--- src/rtl/ga_seq_pkg.sv ---
package ga_seq_pkg;
  typedef enum logic [2:0] {
    ST_IDLE,
    ST_EVAL_REQ,
    ST_EVAL_WAIT,
    ST_ANALYSE,
    ST_REGEN_REQ,
    ST_REGEN_WAIT,
    ST_DONE
  } seq_state_e;
endpackage

--- src/rtl/ga_err_calc.sv ---
module ga_err_calc #(
  parameter int VAL_W = 7
) (
  input  logic [VAL_W-1:0] a_i,
  input  logic [VAL_W-1:0] b_i,
  output logic [VAL_W-1:0] diff_o
);
  always_comb begin
    if (a_i >= b_i) diff_o = a_i - b_i;
    else            diff_o = b_i - a_i;
  end
endmodule

--- src/rtl/ga_err_bank.sv ---
module ga_err_bank #(
  parameter int POP   = 6,
  parameter int ERR_W = 7,
  parameter int IDX_W = 3
) (
  input  logic                 clk_i,
  input  logic                 rst_ni,
  input  logic                 wr_en_i,
  input  logic [IDX_W-1:0]     wr_idx_i,
  input  logic [ERR_W-1:0]     wr_data_i,
  output logic [POP*ERR_W-1:0] errs_o
);
  for (genvar g = 0; g < POP; g++) begin : g_entry
    logic [ERR_W-1:0] err_q;
    always_ff @(posedge clk_i or negedge rst_ni) begin
      if (!rst_ni)                                       err_q <= '0;
      else if (wr_en_i && (wr_idx_i == IDX_W'(g)))       err_q <= wr_data_i;
    end
    assign errs_o[g*ERR_W +: ERR_W] = err_q;
  end
endmodule

--- src/rtl/ga_rank_sort.sv ---
module ga_rank_sort #(
  parameter int POP   = 6,
  parameter int NPAR  = 4,
  parameter int ERR_W = 7,
  parameter int IDX_W = 3
) (
  input  logic [POP*ERR_W-1:0]  errs_i,
  output logic [NPAR*IDX_W-1:0] order_o,
  output logic [ERR_W-1:0]      best_err_o
);
  logic [POP*IDX_W-1:0] rank_flat;

  // rank = number of entries that must precede this one (stable on ties)
  for (genvar i = 0; i < POP; i++) begin : g_rank
    int unsigned cnt;
    always_comb begin
      cnt = 0;
      for (int j = 0; j < POP; j++) begin
        if (j != i) begin
          if ((errs_i[j*ERR_W +: ERR_W] < errs_i[i*ERR_W +: ERR_W]) ||
              ((errs_i[j*ERR_W +: ERR_W] == errs_i[i*ERR_W +: ERR_W]) && (j < i)))
            cnt = cnt + 1;
        end
      end
    end
    assign rank_flat[i*IDX_W +: IDX_W] = IDX_W'(cnt);
  end

  always_comb begin
    order_o = '0;
    for (int r = 0; r < NPAR; r++) begin
      for (int i = 0; i < POP; i++) begin
        if (rank_flat[i*IDX_W +: IDX_W] == IDX_W'(r))
          order_o[r*IDX_W +: IDX_W] = IDX_W'(i);
      end
    end
  end

  assign best_err_o = errs_i[order_o[IDX_W-1:0]*ERR_W +: ERR_W];
endmodule

--- src/rtl/ga_train_seq.sv ---
module ga_train_seq
  import ga_seq_pkg::*;
#(
  parameter int POP      = 6,
  parameter int NPAR     = 4,
  parameter int VAL_W    = 7,
  parameter int TOL      = 2,
  parameter int MAX_ITER = 16,
  localparam int IDX_W   = (POP > 1) ? $clog2(POP) : 1,
  localparam int ITER_W  = (MAX_ITER > 1) ? $clog2(MAX_ITER) : 1
) (
  input  logic                  clk_i,
  input  logic                  rst_ni,
  input  logic                  start_i,
  input  logic [VAL_W-1:0]      target_i,
  output logic                  eval_req_o,
  output logic [IDX_W-1:0]      chrom_idx_o,
  input  logic                  neuron_valid_i,
  input  logic [VAL_W-1:0]      neuron_out_i,
  output logic                  regen_req_o,
  output logic [NPAR*IDX_W-1:0] parents_o,
  input  logic                  regen_done_i,
  output logic                  forming_o,
  output logic                  analysing_o,
  output logic                  finished_o,
  output logic                  timeout_o,
  output logic [ITER_W-1:0]     iter_o,
  output logic [IDX_W-1:0]      best_idx_o,
  output logic [VAL_W-1:0]      best_err_o
);
  seq_state_e            state_q;
  logic [IDX_W-1:0]      idx_q;
  logic [ITER_W-1:0]     iter_q;
  logic                  timeout_q;
  logic [IDX_W-1:0]      best_idx_q;
  logic [VAL_W-1:0]      best_err_q;
  logic [NPAR*IDX_W-1:0] parents_q;

  logic [VAL_W-1:0]      cur_err;
  logic [POP*VAL_W-1:0]  errs;
  logic [NPAR*IDX_W-1:0] order;
  logic [VAL_W-1:0]      rank_best_err;
  logic                  take_result;

  assign take_result = (state_q == ST_EVAL_WAIT) && neuron_valid_i;

  ga_err_calc #(.VAL_W(VAL_W)) u_err (
    .a_i    (neuron_out_i),
    .b_i    (target_i),
    .diff_o (cur_err)
  );

  ga_err_bank #(.POP(POP), .ERR_W(VAL_W), .IDX_W(IDX_W)) u_bank (
    .clk_i     (clk_i),
    .rst_ni    (rst_ni),
    .wr_en_i   (take_result),
    .wr_idx_i  (idx_q),
    .wr_data_i (cur_err),
    .errs_o    (errs)
  );

  ga_rank_sort #(.POP(POP), .NPAR(NPAR), .ERR_W(VAL_W), .IDX_W(IDX_W)) u_rank (
    .errs_i     (errs),
    .order_o    (order),
    .best_err_o (rank_best_err)
  );

  always_ff @(posedge clk_i or negedge rst_ni) begin
    if (!rst_ni) begin
      state_q    <= ST_IDLE;
      idx_q      <= '0;
      iter_q     <= '0;
      timeout_q  <= 1'b0;
      best_idx_q <= '0;
      best_err_q <= '0;
      parents_q  <= '0;
    end else begin
      unique case (state_q)
        ST_IDLE, ST_DONE: begin
          if (start_i) begin
            state_q   <= ST_EVAL_REQ;
            idx_q     <= '0;
            iter_q    <= '0;
            timeout_q <= 1'b0;
          end
        end
        ST_EVAL_REQ: state_q <= ST_EVAL_WAIT;
        ST_EVAL_WAIT: begin
          if (neuron_valid_i) begin
            if (idx_q == IDX_W'(POP - 1)) begin
              state_q <= ST_ANALYSE;
            end else begin
              idx_q   <= idx_q + 1'b1;
              state_q <= ST_EVAL_REQ;
            end
          end
        end
        ST_ANALYSE: begin
          parents_q  <= order;
          best_idx_q <= order[IDX_W-1:0];
          best_err_q <= rank_best_err;
          if (rank_best_err <= VAL_W'(TOL)) begin
            state_q <= ST_DONE;
          end else if (iter_q == ITER_W'(MAX_ITER - 1)) begin
            state_q   <= ST_DONE;
            timeout_q <= 1'b1;
          end else begin
            iter_q  <= iter_q + 1'b1;
            state_q <= ST_REGEN_REQ;
          end
        end
        ST_REGEN_REQ: state_q <= ST_REGEN_WAIT;
        ST_REGEN_WAIT: begin
          if (regen_done_i) begin
            idx_q   <= '0;
            state_q <= ST_EVAL_REQ;
          end
        end
        default: state_q <= ST_IDLE;
      endcase
    end
  end

  assign eval_req_o  = (state_q == ST_EVAL_REQ);
  assign regen_req_o = (state_q == ST_REGEN_REQ);
  assign forming_o   = (state_q == ST_EVAL_REQ) || (state_q == ST_EVAL_WAIT);
  assign analysing_o = (state_q == ST_ANALYSE);
  assign finished_o  = (state_q == ST_DONE);
  assign timeout_o   = timeout_q;
  assign chrom_idx_o = (state_q == ST_DONE) ? best_idx_q : idx_q;
  assign parents_o   = parents_q;
  assign iter_o      = iter_q;
  assign best_idx_o  = best_idx_q;
  assign best_err_o  = best_err_q;
endmodule

--- config.mk ---
export PLATFORM = sky130hd
export DESIGN_NAME = ga_train_seq
export DESIGN_NICKNAME = d
export VERILOG_FILES = /design/src/rtl/ga_seq_pkg.sv /design/src/rtl/ga_err_calc.sv /design/src/rtl/ga_err_bank.sv /design/src/rtl/ga_rank_sort.sv /design/src/rtl/ga_train_seq.sv
export SDC_FILE = /design/constraint.sdc
export NUM_CORES = 1
export LEC_CHECK = 0
export CAP_MARGIN = 20
export CORE_MARGIN = 5
export CORE_UTILIZATION = 50
export DETAILED_ROUTE_END_ITERATION = 6
export PLACE_DENSITY = 0.75
export SLEW_MARGIN = 20
export SYNTH_ARGS = -nofsm -noshare
export SYNTH_HDL_FRONTEND = slang
export SYNTH_SLANG_ARGS = --single-unit
--- constraint.sdc ---
create_clock -name clk_i -period 7.5 [get_ports clk_i]
set_clock_uncertainty 0.05 [all_clocks]
set_input_delay 1.125 -clock clk_i [delete_from_list [all_inputs] [get_ports clk_i]]
set_output_delay 1.125 -clock clk_i [all_outputs]
set_load 0.03 [all_outputs]
# Word level (Yosys, flattened, before mapping)
# Index checks and enable logic that the tools add are counted.
# word_totals
reg_bits	75
inputBits	19
out_inout_bits	35
elab_cells	219
# op_classes
addsub	24
n_mul	1
magnitude_cmp	27
n_eq_ne	49
n_shift	1
muxes	67
n_reduce_logical	37
# ops
cell	n
$lt A7 B7 Y1	25
$mux W3	36
$eq A7 B7 Y1	15
$add A3 B1 Y3 const B	16
$eq A3 B2 Y1 const B	14
$shiftx A42 B7 Y7	1
$mux W2	11
$eq A3 B1 Y1 const B	7
$logic_not A3 Y1	7
$pmux W3 S6	1
$logic_or A1 B1 Y1	16
$eq A3 B3 Y1 const B	5
$sub A7 B7 Y7	2
$mux W1	12
$mux W4	3
$ne A2 B2 Y1 const B	6
$add A1 B1 Y2 const B	5
$pmux W3 S3	1
$pmux W4 S2	1
$reduce_and A4 Y1	2
$ge A7 B7 Y1	1
$le A7 B2 Y1 const B	1
$logic_and A1 B1 Y1	7
$mux W7	1
10 further kinds	10

# Logic depth before layout (Yosys ltp)
# Gate-level depths: netlist of the first run.
# depth
depth_word	22
mapped_depth	30
depth_no_buf	29

# Modules after synthesis
# From an unflattened synthesis of the first run, not the netlist that was laid out.
# unflattened
cells_unflattened	913
hier_area_um2	8066.5
# modules_own_cells
module	instances	cells_each	area_each_um2	seq_area_each_um2
ga_rank_sort	1	565	4281.6	0.0
ga_err_bank	1	94	1615.3	1051.0
ga_train_seq	1	161	1500.2	750.7
ga_err_calc	1	93	669.4	0.0

# Worst setup path before layout of the first run
# Ideal clock, no wire load.
# synth_path
kind	register -> register
from	reg u_bank.g_entry[1].err_q[6]
to	reg timeout_q, in the netlist timeout_o
setup_time_ns	0.126
arrival_time_ns	5.929
required_ns	7.324
setup_slack_ns	1.395
path_stages_with_launch	28
path_buffers	1
period_less_slack_ns	6.105
cell_sequence	dfrtp_1 -> inv_1 -> ha_1 -> a21o_1 -> a31o_2 -> nor2_1 -> o21ai_0 -> inv_1 -> ha_1 -> xnor2_1 -> ha_1 -> nand2_1 -> o21a_1 -> inv_1 -> ha_1 -> xor2_1 -> xor2_1 -> nor4_1 -> a211oi_1 -> or4_1 -> and2_1 -> buf_6 -> o22ai_1 -> a211oi_1 -> a211o_1 -> a2111oi_4 -> nor2_1 -> o32a_1
# synth_between
elab_chain_len	22
word_cells_on_any_way	71
cone_classes	add/sub: 16; mul: 1; order compare: 10; eq/ne: 6; shift: 1; mux: 26; reduce/logical: 11
# synth_lines
element	line	rtl
from (decl)	ga_err_bank.sv:14	logic [ERR_W-1:0] err_q;
from (signal assigned)	ga_err_bank.sv:17	else if (wr_en_i && (wr_idx_i == IDX_W'(g))) err_q <= wr_data_i;
$lt A7 B7 Y1 or $eq A7 B7 Y1 (tied branches)	ga_rank_sort.sv:20, ga_rank_sort.sv:21	
$logic_or A1 B1 Y1	ga_rank_sort.sv:20	if ((errs_i[j*ERR_W +: ERR_W] < errs_i[i*ERR_W +: ERR_W]) ||
$mux W1	ga_rank_sort.sv:20	
$add A1 B1 Y2	ga_rank_sort.sv:22	cnt = cnt + 1;
$mux W3	ga_rank_sort.sv:20	
$add A3 B1 Y3	ga_rank_sort.sv:22	
$mux W3	ga_rank_sort.sv:20	
$add A3 B1 Y3	ga_rank_sort.sv:22	
[4 not listed]	--	
$mux W1	ga_rank_sort.sv:33	if (rank_flat[i*IDX_W +: IDX_W] == IDX_W'(r))
$mux W2 (2 in series)	ga_rank_sort.sv:33	
$mux W3 (2 in series)	ga_rank_sort.sv:33	
$mul A3 B3 Y6	ga_rank_sort.sv:39	assign best_err_o = errs_i[order_o[IDX_W-1:0]*ERR_W +: ERR_W];
$shiftx A42 B7 Y7 *	ga_rank_sort.sv:39	
$le A7 B2 Y1 *	ga_train_seq.sv:102	if (rank_best_err <= VAL_W'(TOL)) begin
$ne A2 B2 Y1 (no source line) *	--	
$reduce_and A4 Y1 (no source line) *	--	
to (signal assigned)	ga_train_seq.sv:73	timeout_q <= 1'b0;
to (signal assigned)	ga_train_seq.sv:84	timeout_q <= 1'b0;
to (signal assigned)	ga_train_seq.sv:106	timeout_q <= 1'b1;
to (decl)	ga_train_seq.sv:34	logic timeout_q;
# Mark *: on every way between the ends. The rest lies on a longest branch, timed or not.
# A chain may end at the register's enable or synchronous reset.

# Worst setup path in the final report of the first run
# layout_path
from	reg u_bank.g_entry[1].err_q[2]
to	reg iter_q[0], in the netlist iter_o[0]
# layout_between
elab_chain_len	22
word_cells_on_any_way	71
cone_classes	add/sub: 16; mul: 1; order compare: 10; eq/ne: 6; shift: 1; mux: 26; reduce/logical: 11
# layout_lines
element	line	rtl
$lt A7 B7 Y1 or $eq A7 B7 Y1 (tied branches)	ga_rank_sort.sv:20, ga_rank_sort.sv:21	
$logic_or A1 B1 Y1	ga_rank_sort.sv:20	
$mux W1	ga_rank_sort.sv:20	
$add A1 B1 Y2	ga_rank_sort.sv:22	
$mux W3	ga_rank_sort.sv:20	
$add A3 B1 Y3	ga_rank_sort.sv:22	
$mux W3	ga_rank_sort.sv:20	
$add A3 B1 Y3	ga_rank_sort.sv:22	
[4 not listed]	--	
$mux W1	ga_rank_sort.sv:33	
$mux W2 (2 in series)	ga_rank_sort.sv:33	
$mux W3 (2 in series)	ga_rank_sort.sv:33	
$mul A3 B3 Y6	ga_rank_sort.sv:39	
$shiftx A42 B7 Y7 *	ga_rank_sort.sv:39	
$le A7 B2 Y1 *	ga_train_seq.sv:102	
$ne A2 B2 Y1 (no source line) *	--	
$reduce_and A4 Y1 (no source line) *	--	
to (signal assigned)	ga_train_seq.sv:108	iter_q <= iter_q + 1'b1;
to (decl)	ga_train_seq.sv:33	logic [ITER_W-1:0] iter_q;
# Marked as above.

==> results of run 1 <==
placed cells by master, fill, tap and decap left out, types with 8 or more instances in the layout:
| cell type | count |
|---|---|
| mux2_2 | 17 |
| nand4_1 | 12 |
| a21o_1 | 20 |
| nor2b_1 | 15 |
| nand3b_1 | 9 |
| clkbuf_16 | 9 |
| a31oi_1 | 15 |
| ha_1 | 148 |
| a21oi_1 | 63 |
| o211ai_1 | 12 |
| nand2b_1 | 15 |
| dfrtp_1 | 72 |
| inv_1 | 92 |
| and3_1 | 9 |
| clkdlybuf4s50_1 | 52 |
| o21a_1 | 16 |
| nand3_1 | 20 |
| nand2_1 | 80 |
| xor2_1 | 8 |
| nor3_1 | 14 |
| xnor2_1 | 15 |
| nor2_1 | 63 |
| buf_4 | 10 |
| o21ai_0 | 70 |
| mux2i_1 | 12 |
critical path: stages (launching register included):
cell and delay (ps):
dfrtp_1 560, inv_1 110, ha_1 340, a21oi_1 270, a21oi_2 160, nor2_2 240, o21ai_0 240, inv_1 110
ha_1 310, xnor2_2 360, ha_1 300, nand2_1 80, o21a_1 150, inv_1 50, ha_1 260, xor2_1 290
xor2_1 170, nor4_1 60, a211oi_1 290, or4_1 270, and2_1 410, nand3_1 190, or2_0 230, o221a_1 290
a2111oi_4 580, nand2_2 190, a41o_1 280
final cells by class:
class,instances,area [um^2]
fill,1475,6750
clock buffer,11,253
multi-input combinational,772,5890
inverter,93,349
sequential,72,1800
tap,216,270
timing repair buffer,63,601
clock inverter,4,28.8
how the worst max path moves through the flow:
| stage | slack (ps) | from | endpoint | depth (start not counted) |
|---|---|---|---|---|
| after global placement | 530 | u_bank.g_entry[1].err_q[6]$_DFFE_PN0P_ | iter_o[1]$_DFFE_PN0P_ | 26 |
| final | 510 | u_bank.g_entry[1].err_q[2]$_DFFE_PN0P_ | iter_o[0]$_DFFE_PN0P_ | 26 |
| after detailed placement | 330 | u_bank.g_entry[1].err_q[6]$_DFFE_PN0P_ | iter_o[0]$_DFFE_PN0P_ | 26 |
| after floorplan | 1390 | u_bank.g_entry[1].err_q[6]$_DFFE_PN0P_ | timeout_o$_DFFE_PN0P_ | 27 |
| after CTS | 270 | u_bank.g_entry[1].err_q[6]$_DFFE_PN0P_ | iter_o[0]$_DFFE_PN0P_ | 26 |
| after global routing | 80 | u_bank.g_entry[1].err_q[2]$_DFFE_PN0P_ | iter_o[0]$_DFFE_PN0P_ | 26 |
cells by family after synthesis:
logic type / share of synthesized area
AO/OA/AOI/OAI: 0.242
XOR/XNOR: 0.0397
adder cells (fa/ha/maj): 0.233
buffers and inverters: 0.0557
flip-flops: 0.222
multiplexers: 0.0411
AND/OR/NAND/NOR: 0.168
per-stage QoR:
stage | hold slack, ps | setup slack [ps]
CTS | 429 | 270
finish | 427 | 506
global placement | 401 | 534
global route | 449 | 80.5
floorplan | 400 | 1390
detailed placement | 415 | 326
sequential cells by signal (all words and copies together), names as in the netlist:
name and count:
u_bank.g_entry.err_q 42, state_q 3, timeout_o 1, iter_o 4
best_err_o 7, best_idx_o 2, parents_o 10, idx_q 3
routing by layer:
layer | share of wire | vias to the layer above | global-route usage
met3 | 0.066 | 74 | 0.0475
li1 | - | 3600 | -
met1 | 0.44 | 3548 | 0.343
met4 | 0.045 | 0 | 0.110
met2 | 0.45 | 255 | 0.404
met5 | 0 | - | 0
==> results.sh, run 1 <==
export IMPL_syn_area_per_cell_um2=8.48
export IMPL_cts_inserted_buffers=9
export IMPL_yosysTopAreaCell="ha_1"
export IMPL_yosys_top_cells_count="ha_1, inv_1, nand2_1, dfrtp_1, o21ai_0"
export IMPL_cp_end_kind="register"
export IMPL_die_w_um=138
export IMPL_core_mm2=0.0159
export IMPL_synth_edf_count=0
export IMPL_rows=46
export IMPL_path_clk_slew_ps=60
export IMPL_drt_iter0_drc=560
export IMPL_holdPathEnd="best_err_o[4]$_DFFE_PN0P_"
export IMPL_setup_viol=0
export IMPL_crit_type="register to register"
export IMPL_tritoncts="built"
export IMPL_grt_usage=0.256
export IMPL_post_cts_buffers=0
export IMPL_grt_pass1_vias=7056
export IMPL_place_gp_congestion=0.980
export IMPL_avgViaCountPerCell=6.07
export IMPL_final_nets=1180
export IMPL_worstHoldPathCells=2
export IMPL_clock_latency_ps=340
export IMPL_yosysTopAreaCellShare=0.228
export IMPL_ant_nets=0
export IMPL_synthCells=959
export IMPL_min_period_over_period=0.933
export IMPL_drtPass1Iterations=5
export IMPL_synthesis_area_mm2=0.00813
export IMPL_grt_max_degree=73
export IMPL_start_util=0.510
export IMPL_r2r_end="iter_o[0]$_DFFE_PN0P_"
export IMPL_area_delta_synth_final_pct=13.0
export IMPL_final_max_slew_viol_count=0
export IMPL_fin_tns_setup_ps=0
export IMPL_rsz0062_at_grt="no"
export IMPL_cts_repair_resized=0
export IMPL_r2r_cells=26
export IMPL_wire_per_inst_um=19.5
export IMPL_antenna_found_initial=0
export IMPL_n_antenna_cell=0
export IMPL_hold_buffers=0
export IMPL_r2r_setup_slack_ps=510
export IMPL_synthFlopType="dfrtp_1"
export IMPL_layout_min_cycle_time_ps=6990
export IMPL_tightest_slew_ps=959
export IMPL_ys_types=86
export IMPL_max_freq_ghz=0.143
export IMPL_die_y_um=138
export IMPL_yosysMostFrequentCell="ha_1"
export IMPL_drc=0
export IMPL_wl_um=24000
export IMPL_worstPathMaxFanout=12
export IMPL_htree_levels=3
export IMPL_crit_arrival_ps=7170
export IMPL_grt_ovfl_total=0
export IMPL_slew_headroom=0.360
export IMPL_place_area_mm2=0.00890
export IMPL_required_ps=7680
export IMPL_cts_buffer_depth=2
export IMPL_status="finished clean"
export IMPL_dp_cells=1216
export IMPL_grt_pass1_wl_um=37300
export IMPL_critPathLaunchType="register"
export IMPL_io_buffers=53
export IMPL_clock_sinks=72
export IMPL_die_area_mm2=0.0189
export IMPL_yosys_warnings=0
export IMPL_min_from="best_err_o[4]$_DFFE_PN0P_"
export IMPL_dp_hpwl_um=18900
export IMPL_final_cells=1231
export IMPL_rr_startpoint="u_bank.g_entry[1].err_q[2]$_DFFE_PN0P_"
export IMPL_hold_viol=0
export IMPL_utilization=0.577
export IMPL_hold_class="register to register"
export IMPL_synth_area_leaders="ha_1, dfrtp_1, o21ai_0"
export IMPL_syn_nets=1128
export IMPL_vias=7477
export IMPL_synth_seq_cells=72
export IMPL_pin_count=54
export IMPL_async_flop_share=1.00
export IMPL_cap_viol_max_count=0
export IMPL_drive_gt1_frac=0.0759
export IMPL_design_area_mm2=0.00919
export IMPL_ys_seq_area_frac=0.222
export IMPL_clock_root_buffer="clkbuf_16"
Power of run 1 is left out: the tool's default activity adds up to more than one toggle a clock period on the data nets, which glitch-free logic cannot reach.
==> inputs of run 2 (changes only) <==
RECOVER_POWER = 25   (was not set)
==> run 2 against run 1 <==
The flow now finishes with violations (capacitance limit, slew limit). Highest routed layer unchanged. Worst hold slack about the same. Clock-buffer cell count unchanged. Worst setup slack better by 8.6 ps. Core utilization about the same. Final cell count unchanged. Register-to-register slack about the same. Sequential share of layout area about the same. Via count up 0.36%. Cell area about the same. Global-route usage unchanged. Flip-flop and latch count unchanged.
==> results.sh, run 2 (synthesis gave the netlist of run 1 again) <==
export IMPL_path_clk_slew_ps=60
export IMPL_setup_viol=0
export IMPL_layout_min_cycle_time_ps=6990
export IMPL_crit_arrival_ps=7160
export IMPL_hold_buffers=0
export IMPL_slew_headroom=-1.68
export IMPL_htree_levels=3
export IMPL_vias=7504
export IMPL_cp_end_kind="register"
export IMPL_cts_buffer_depth=2
export IMPL_die_w_um=138
export IMPL_largest_reg_flops=42
export IMPL_final_nets=1180
export IMPL_n_antenna_cell=0
export IMPL_die_area_mm2=0.0189
export IMPL_hold_class="register to register"
export IMPL_nFillCells=1475
export IMPL_wire_per_inst_um=19.5
export IMPL_area_delta_synth_final_pct=13.0
export IMPL_die_y_um=138
export IMPL_clock_latency_ps=340
export IMPL_hold_viol=0
export IMPL_grt_ovfl_total=0
export IMPL_core_mm2=0.0159
export IMPL_utilization=0.576
export IMPL_drtPass1Iterations=5
export IMPL_final_cell_mix="ha_1, inv_1, nand2_1"
export IMPL_fin_tns_setup_ps=0
export IMPL_min_period_over_period=0.931
export IMPL_clock_sinks=72
export IMPL_start_util=0.510
export IMPL_io_buffers=53
export IMPL_grt_pass1_wl_um=37300
export IMPL_critPathLaunchType="register"
export IMPL_max_freq_ghz=0.143
export IMPL_crit_type="register to register"
export IMPL_rows=46
export IMPL_place_gp_congestion=0.980
export IMPL_violations="capacitance limit, slew limit"
export IMPL_pin_count=54
export IMPL_tritoncts="built"
export IMPL_worstPathMaxFanout=12
export IMPL_avgViaCountPerCell=6.10
export IMPL_cts_inserted_buffers=9
export IMPL_cap_viol_max_count=1
export IMPL_rsz0062_at_grt="no"
export IMPL_final_max_slew_viol_count=73
export IMPL_dp_hpwl_um=18900
export IMPL_grt_max_degree=73
export IMPL_regMostFlops="u_bank.g_entry.err_q"
export IMPL_ant_nets=0
export IMPL_drt_iter0_drc=560
export IMPL_required_ps=7680
export IMPL_grt_usage=0.256
export IMPL_clock_root_buffer="clkbuf_16"
export IMPL_antenna_found_initial=0
export IMPL_status="finished, violations left"
export IMPL_final_common_cell="ha_1"
export IMPL_drc=0
export IMPL_tightest_slew_ps=4020
export IMPL_wl_um=24000
export IMPL_grt_pass1_vias=7056
export IMPL_drive_gt1_frac=0.0749
[run 2: cell count changes in the layout (fill, tap and decap cells not counted)]
cell | previous run | this run
dlygate4sd3_1 | 0 | 1
buf_4 | 10 | 9
clkbuf_1 | 0 | 1
clkdlybuf4s50_1 | 52 | 51
[run 2: path summary, 6_finish.rpt]
kind | end | slack [ps] | start | depth (start not counted)
max in group asynchronous | u_bank.g_entry[2].err_q[2]$_DFFE_PN0P_ | 2900 | rst_ni | 2
min | best_err_o[4]$_DFFE_PN0P_ | 430 | best_err_o[4]$_DFFE_PN0P_ | 2
max reg2reg | iter_o[0]$_DFFE_PN0P_ | 510 | u_bank.g_entry[1].err_q[2]$_DFFE_PN0P_ | 26
max | iter_o[0]$_DFFE_PN0P_ | 510 | u_bank.g_entry[1].err_q[2]$_DFFE_PN0P_ | 26
min in group asynchronous | parents_o[7]$_DFFE_PN0P_ | 2220 | rst_ni | 2
min reg2reg | best_err_o[4]$_DFFE_PN0P_ | 430 | best_err_o[4]$_DFFE_PN0P_ | 2
[run 2: metrics by stage]
stage               setup WS (ps)  cell area, um^2  hold slack (ps)  std cells
global route                 80.5             9190              449       1231
floorplan                    1390             8130              400        959
global placement              534             8900              401       1216
finish                        514             9190              427       1231
CTS                           270             9180              429       1231
detailed placement            326             8900              415       1216
[run 2: area by class of cell]
cell class	instances	area (um^2)	area share
Multi-Input combinational cell	772	5890	0.641
Sequential cell	72	1800	0.196
Timing Repair Buffer	63	597	0.0650
Inverter	93	349	0.0380
Tap cell	216	270	0.0294
Clock buffer	11	253	0.0275
Clock inverter	4	28.8	0.00313
[run 2: layer usage]
metal | vias to the layer above | wire length [um] | track usage
met3 | 73 | 1620 | 0.0475
met2 | 277 | 10700 | 0.404
li1 | 3600 | - | -
met1 | 3554 | 10500 | 0.343
met4 | 0 | 1080 | 0.110
met5 | - | 0 | 0
[run 2: critical path, stage by stage, from the launching register on]
cell,delay [ps]
dfrtp_1,560
inv_1,120
ha_1,340
a21oi_1,270
a21oi_2,160
nor2_2,240
o21ai_0,240
inv_1,110
ha_1,310
xnor2_2,360
ha_1,300
nand2_1,80
o21a_1,150
inv_1,50
ha_1,260
xor2_1,290
xor2_1,170
nor4_1,60
a211oi_1,290
or4_1,270
and2_1,410
nand3_1,190
or2_0,230
o221a_1,290
a2111oi_4,580
nand2_2,190
a41o_1,280
[run 2: repair_timing]
item,4_1_cts,5_1_grt
endpoints found under the hold margin,0,0
gates resized for setup,0,2
setup buffers,0,0
setup endpoints to repair,0,6
Power of run 2 is left out for the same reason.
